File: config.mk
export PLATFORM = sky130hd
export DESIGN_NAME = fib_sequencer
export DESIGN_NICKNAME = d
export VERILOG_FILES = /design/src/rtl/fib_pkg.sv /design/src/rtl/fib_ctrl.sv /design/src/rtl/fib_counter.sv /design/src/rtl/fib_pair.sv /design/src/rtl/fib_sequencer.sv
export SDC_FILE = /design/constraint.sdc
export NUM_CORES = 1
export LEC_CHECK = 0
export BUFFER_PORTS_ARGS = -buffer_cell sky130_fd_sc_hd__buf_2
export CAP_MARGIN = 20
export CELL_PAD_IN_SITES_DETAIL_PLACEMENT = 0
export CELL_PAD_IN_SITES_GLOBAL_PLACEMENT = 1
export CORE_MARGIN = 8
export CORE_UTILIZATION = 33
export CTS_BUF_LIST = sky130_fd_sc_hd__clkbuf_8
export CTS_CLUSTER_DIAMETER = 30
export CTS_CLUSTER_SIZE = 14
export DETAILED_ROUTE_END_ITERATION = 10
export PLACE_DENSITY_LB_ADDON = 0.1
export SLEW_MARGIN = 20
export SYNTH_ARGS = -nofsm -noshare
export SYNTH_HDL_FRONTEND = slang
export SYNTH_HIERARCHICAL = 1
export SYNTH_SLANG_ARGS = --single-unit
File: constraint.sdc
create_clock -name clk -period 3.05 [get_ports clk]
set_input_delay 0.4575 -clock clk [delete_from_list [all_inputs] [get_ports clk]]
set_output_delay 0.4575 -clock clk [all_outputs]
set_load 0.02 [all_outputs]
File: src/rtl/fib_pkg.sv
package fib_pkg;
    localparam int unsigned DEF_N_W = 5;
    localparam int unsigned DEF_V_W = 16;

    typedef enum logic {
        ST_IDLE = 1'b0,
        ST_RUN  = 1'b1
    } seq_state_e;

    typedef struct packed {
        logic load;
        logic step;
    } seq_cmd_t;
endpackage

File: src/rtl/fib_ctrl.sv
module fib_ctrl
    import fib_pkg::*;
(
    input  logic     clk,
    input  logic     rst,
    input  logic     start,
    input  logic     last,
    output logic     busy,
    output seq_cmd_t cmd
);
    seq_state_e state_q, state_d;

    always_comb begin
        state_d  = state_q;
        cmd.load = 1'b0;
        cmd.step = 1'b0;
        case (state_q)
            ST_IDLE: begin
                if (start) begin
                    cmd.load = 1'b1;
                    state_d  = ST_RUN;
                end
            end
            ST_RUN: begin
                if (last) state_d = ST_IDLE;
                else      cmd.step = 1'b1;
            end
            default: state_d = ST_IDLE;
        endcase
    end

    always_ff @(posedge clk) begin
        if (rst) state_q <= ST_IDLE;
        else     state_q <= state_d;
    end

    assign busy = (state_q == ST_RUN);
endmodule

File: src/rtl/fib_counter.sv
module fib_counter #(
    parameter int unsigned CW = 5
) (
    input  logic          clk,
    input  logic          rst,
    input  logic          load,
    input  logic          step,
    input  logic [CW-1:0] n_in,
    output logic [CW-1:0] cnt,
    output logic          last
);
    localparam logic [CW-1:0] ONE = CW'(1);

    always_ff @(posedge clk) begin
        if (rst)       cnt <= '0;
        else if (load) cnt <= n_in;
        else if (step) cnt <= cnt - ONE;
    end

    assign last = (cnt <= ONE);
endmodule

File: src/rtl/fib_pair.sv
module fib_pair #(
    parameter int unsigned W = 16
) (
    input  logic         clk,
    input  logic         rst,
    input  logic         load,
    input  logic         step,
    output logic [W-1:0] cur
);
    logic [W-1:0] prev;

    always_ff @(posedge clk) begin
        if (rst) begin
            cur  <= '0;
            prev <= '0;
        end else if (load) begin
            cur  <= W'(1);
            prev <= '0;
        end else if (step) begin
            cur  <= cur + prev;
            prev <= cur;
        end
    end
endmodule

File: src/rtl/fib_sequencer.sv
module fib_sequencer
    import fib_pkg::*;
#(
    parameter int unsigned N_W = DEF_N_W,
    parameter int unsigned V_W = DEF_V_W
) (
    input  logic           clk,
    input  logic           rst,
    input  logic           start,
    input  logic [N_W-1:0] n_req,
    output logic [V_W-1:0] result,
    output logic           done
);
    seq_cmd_t       cmd;
    logic           busy;
    logic           last;
    logic [N_W-1:0] cnt_q;
    logic [V_W-1:0] cur_q;

    fib_ctrl u_ctrl (
        .clk   (clk),
        .rst   (rst),
        .start (start),
        .last  (last),
        .busy  (busy),
        .cmd   (cmd)
    );

    fib_counter #(.CW(N_W)) u_cnt (
        .clk  (clk),
        .rst  (rst),
        .load (cmd.load),
        .step (cmd.step),
        .n_in (n_req),
        .cnt  (cnt_q),
        .last (last)
    );

    fib_pair #(.W(V_W)) u_pair (
        .clk  (clk),
        .rst  (rst),
        .load (cmd.load),
        .step (cmd.step),
        .cur  (cur_q)
    );

    assign done   = busy & last;
    assign result = cur_q;
endmodule

==> results.sh <==
export IMPL_areaGrowthSynthToFinish_pct=11.7
export IMPL_p_per_area_nw_per_um2=400
export IMPL_pre_cts_slack_ns=0.825
export IMPL_clockBufferDepth=2
export IMPL_seq_power_share=0.519
export IMPL_numCtsBuffers=5
export IMPL_clk_latency_ns=0.28
export IMPL_final_setup_skew_ns=0.00303
export IMPL_fin_util=0.376
export IMPL_min_period_ns=2.21
export IMPL_synth_edf_count=0
export IMPL_cp_end_kind="flip-flop"
export IMPL_routed_wl_um=4740
export IMPL_final_nets=292
export IMPL_synthCells=242
export IMPL_place_hpwl_um=3500
export IMPL_crit_fanout=4
export IMPL_status="finished clean"
export IMPL_grt_util_all_layers=0.103
export IMPL_grt_max_degree=24
export IMPL_syn_avg_cell_area_um2=9.30
export IMPL_power_switching_mw=0.260
export IMPL_num_rows=30
export IMPL_routedLengthMet1_um=2290
export IMPL_reg2reg_slack_ns=0.84
export IMPL_p_leak_nw=1.07
export IMPL_async_flop_share=0
export IMPL_tritoncts="built"
export IMPL_finalWorstSetupSlack_ns=0.840
export IMPL_wl_per_cell_um=13.7
export IMPL_antennaDiodeCount=0
export IMPL_final_common_cell="dfxtp_1"
export IMPL_ys_seq_area_frac=0.338
export IMPL_dr_wl_met2_um=2240
export IMPL_placed_cells=339
export IMPL_pwr_share_clk=0.341
export IMPL_hold_viol_final=0
export IMPL_netlist_area_um2=2250
export IMPL_clock_sinks=38
export IMPL_slowest_delay_ns=0.41
export IMPL_slowest_stage="fa_1"
export IMPL_viasPerCell=4.97
export IMPL_cts_clk_slew_worst_paths_ns=0.07
export IMPL_fin_crit_sh=0.725
export IMPL_critPathBufInv=0
export IMPL_gp_congestion=0.753
export IMPL_tightest_slew_ns=0.582
export IMPL_critPathTopFamily="compound AO/OA/AOI/OAI gates"
export IMPL_port_buffers=24
export IMPL_h_tree_depth=2
export IMPL_drt_initial_drc_count=87
export IMPL_postRouteAntennaNets=0
export IMPL_worst_ep_required_time_ns=3.21
export IMPL_vias=1716
export IMPL_dieArea_um2=9720
export IMPL_synthDistinctLibCells=53
export IMPL_ioPinCount=25
export IMPL_drc=0
export IMPL_arrival_ns=2.37
export IMPL_cts_root_buf="clkbuf_8"
export IMPL_grt_pass1_vias=1712
export IMPL_setup_viol=0
export IMPL_die_h_um=98.6
export IMPL_drive_gt1_frac=0.200
export IMPL_rsz0062_at_grt="false"
export IMPL_stdcell_count=345
export IMPL_min_path_type="in2reg"
export IMPL_internal_power_mw=0.745
export IMPL_ctsResizeCount=0
export IMPL_die_width_um=98.6
export IMPL_ys_ff_latch=38
export IMPL_yosys_most_used_dff="dfxtp_1"
export IMPL_slew_headroom=0.608
export IMPL_cts_setup_buffers=0
export IMPL_sw_frac_of_total=0.259
export IMPL_overflow=0
export IMPL_slew_viol_final=0
export IMPL_combPwrFrac=0.140
export IMPL_syn_nets=268
export IMPL_timing_fmax_mhz=452
export IMPL_cts_hold_buf=0
export IMPL_tns_ns=0
export IMPL_core_um2=6680
export IMPL_drv_cap=0
export IMPL_irDropWorstVdd_mv=0.133
export IMPL_final_cell_mix="dfxtp_1, nor2_1, mux2i_1"
export IMPL_first_pass_iters=4
export IMPL_fillCellCount=721
export IMPL_criticalPathCategory="reg2reg"
export IMPL_dr_max_layer_used="met4"
export IMPL_initial_core_util=0.337
export IMPL_p_total_mw=1.00
export IMPL_wl_met3_um=139
export IMPL_grt_pass1_wl_um=8250
export IMPL_antenna_found_initial=0
export IMPL_crit_chain="ha_1, fa_1, a21oi_1, o21ai_1, a41o_1, a211oi_2, xnor2_1, mux2i_1, nor2_1"
export IMPL_ys_warn_count=6
export IMPL_start_kind="flip-flop"
-- power groups by stage --
stage / Sequential, mW / Combinational [mW] / Clock (mW)
2_1_floorplan: 0.534 / 0.109 / 0
3_3_place_gp: 0.534 / 0.144 / 0
3_5_place_dp: 0.533 / 0.143 / 0
4_1_cts: 0.521 / 0.144 / 0.366
5_1_grt: 0.524 / 0.156 / 0.382
6_report: 0.522 / 0.140 / 0.342
-- state kept, by name, summed over array words and instances, names as in the netlist --
| signal | count |
|---|---|
| u_pair/prev | 16 |
| u_ctrl/busy | 1 |
| u_cnt/cnt | 5 |
| u_pair/cur | 16 |
-- metrics by stage --
stage	hold WS [ns]	instance area (um^2)
CTS	0.398	2510
global route	0.400	2510
detailed placement	0.490	2430
global placement	0.479	2430
finish	0.406	2510
floorplan	0.460	2250
-- metal layers --
layer | track usage | up-vias
met5 | 0 | -
met4 | 0.0390 | 0
met3 | 0.0289 | 6
met2 | 0.176 | 18
met1 | 0.119 | 805
li1 | - | 887
-- tightest hold or removal path, delay by kind of cell --
family        cells  cell delay, ns
mux               1            0.05
simple gates      1            0.07
buf+inv           1            0.08
-- worst paths after layout --
path | depth (start not counted) | to | start
setup / recovery | 9 | u_pair/cur[12] | u_pair/cur[0]
hold / removal | 3 | u_cnt/cnt[0] | n_req[0]
setup reg to reg | 9 | u_pair/cur[12] | u_pair/cur[0]
hold reg to reg | 2 | u_pair/cur[9] | u_pair/cur[9]
-- final cells by class --
cell class                      count  area, um^2  area share
Tap cell                           80         100      0.0398
Timing Repair Buffer               28         150      0.0597
Sequential cell                    38         761       0.303
Clock buffer                        6        82.6      0.0329
Multi-Input combinational cell    182        1380       0.549
Inverter                           11        41.3      0.0164
-- logic make-up after synthesis --
logic type,Yosys count,share of synthesized area
buf+inv,22,0.0489
flops,38,0.338
simple gates,72,0.160
xor+xnor,17,0.0662
compound gates,49,0.168
fa+ha+maj,18,0.103
mux,26,0.116
-- cell usage after synthesis, types with 3 or more instances --
master,instances,area [um^2]
a21oi_2,3,26.3
nand2_1,9,33.8
clkbuf_1,5,18.8
xor2_1,8,70.1
xnor2_1,9,78.8
a31oi_1,5,31.3
buf_6,3,33.8
inv_1,11,41.3
nor2_1,37,139
ha_1,17,213
o21ai_1,3,15.0
dfxtp_1,38,761
o21ai_0,3,15.0
nand2_2,3,18.8
a21oi_1,11,55.1
o21bai_1,3,22.5
nand3_1,5,25.0
mux2i_1,26,260
(Power assumes the default switching activity.)
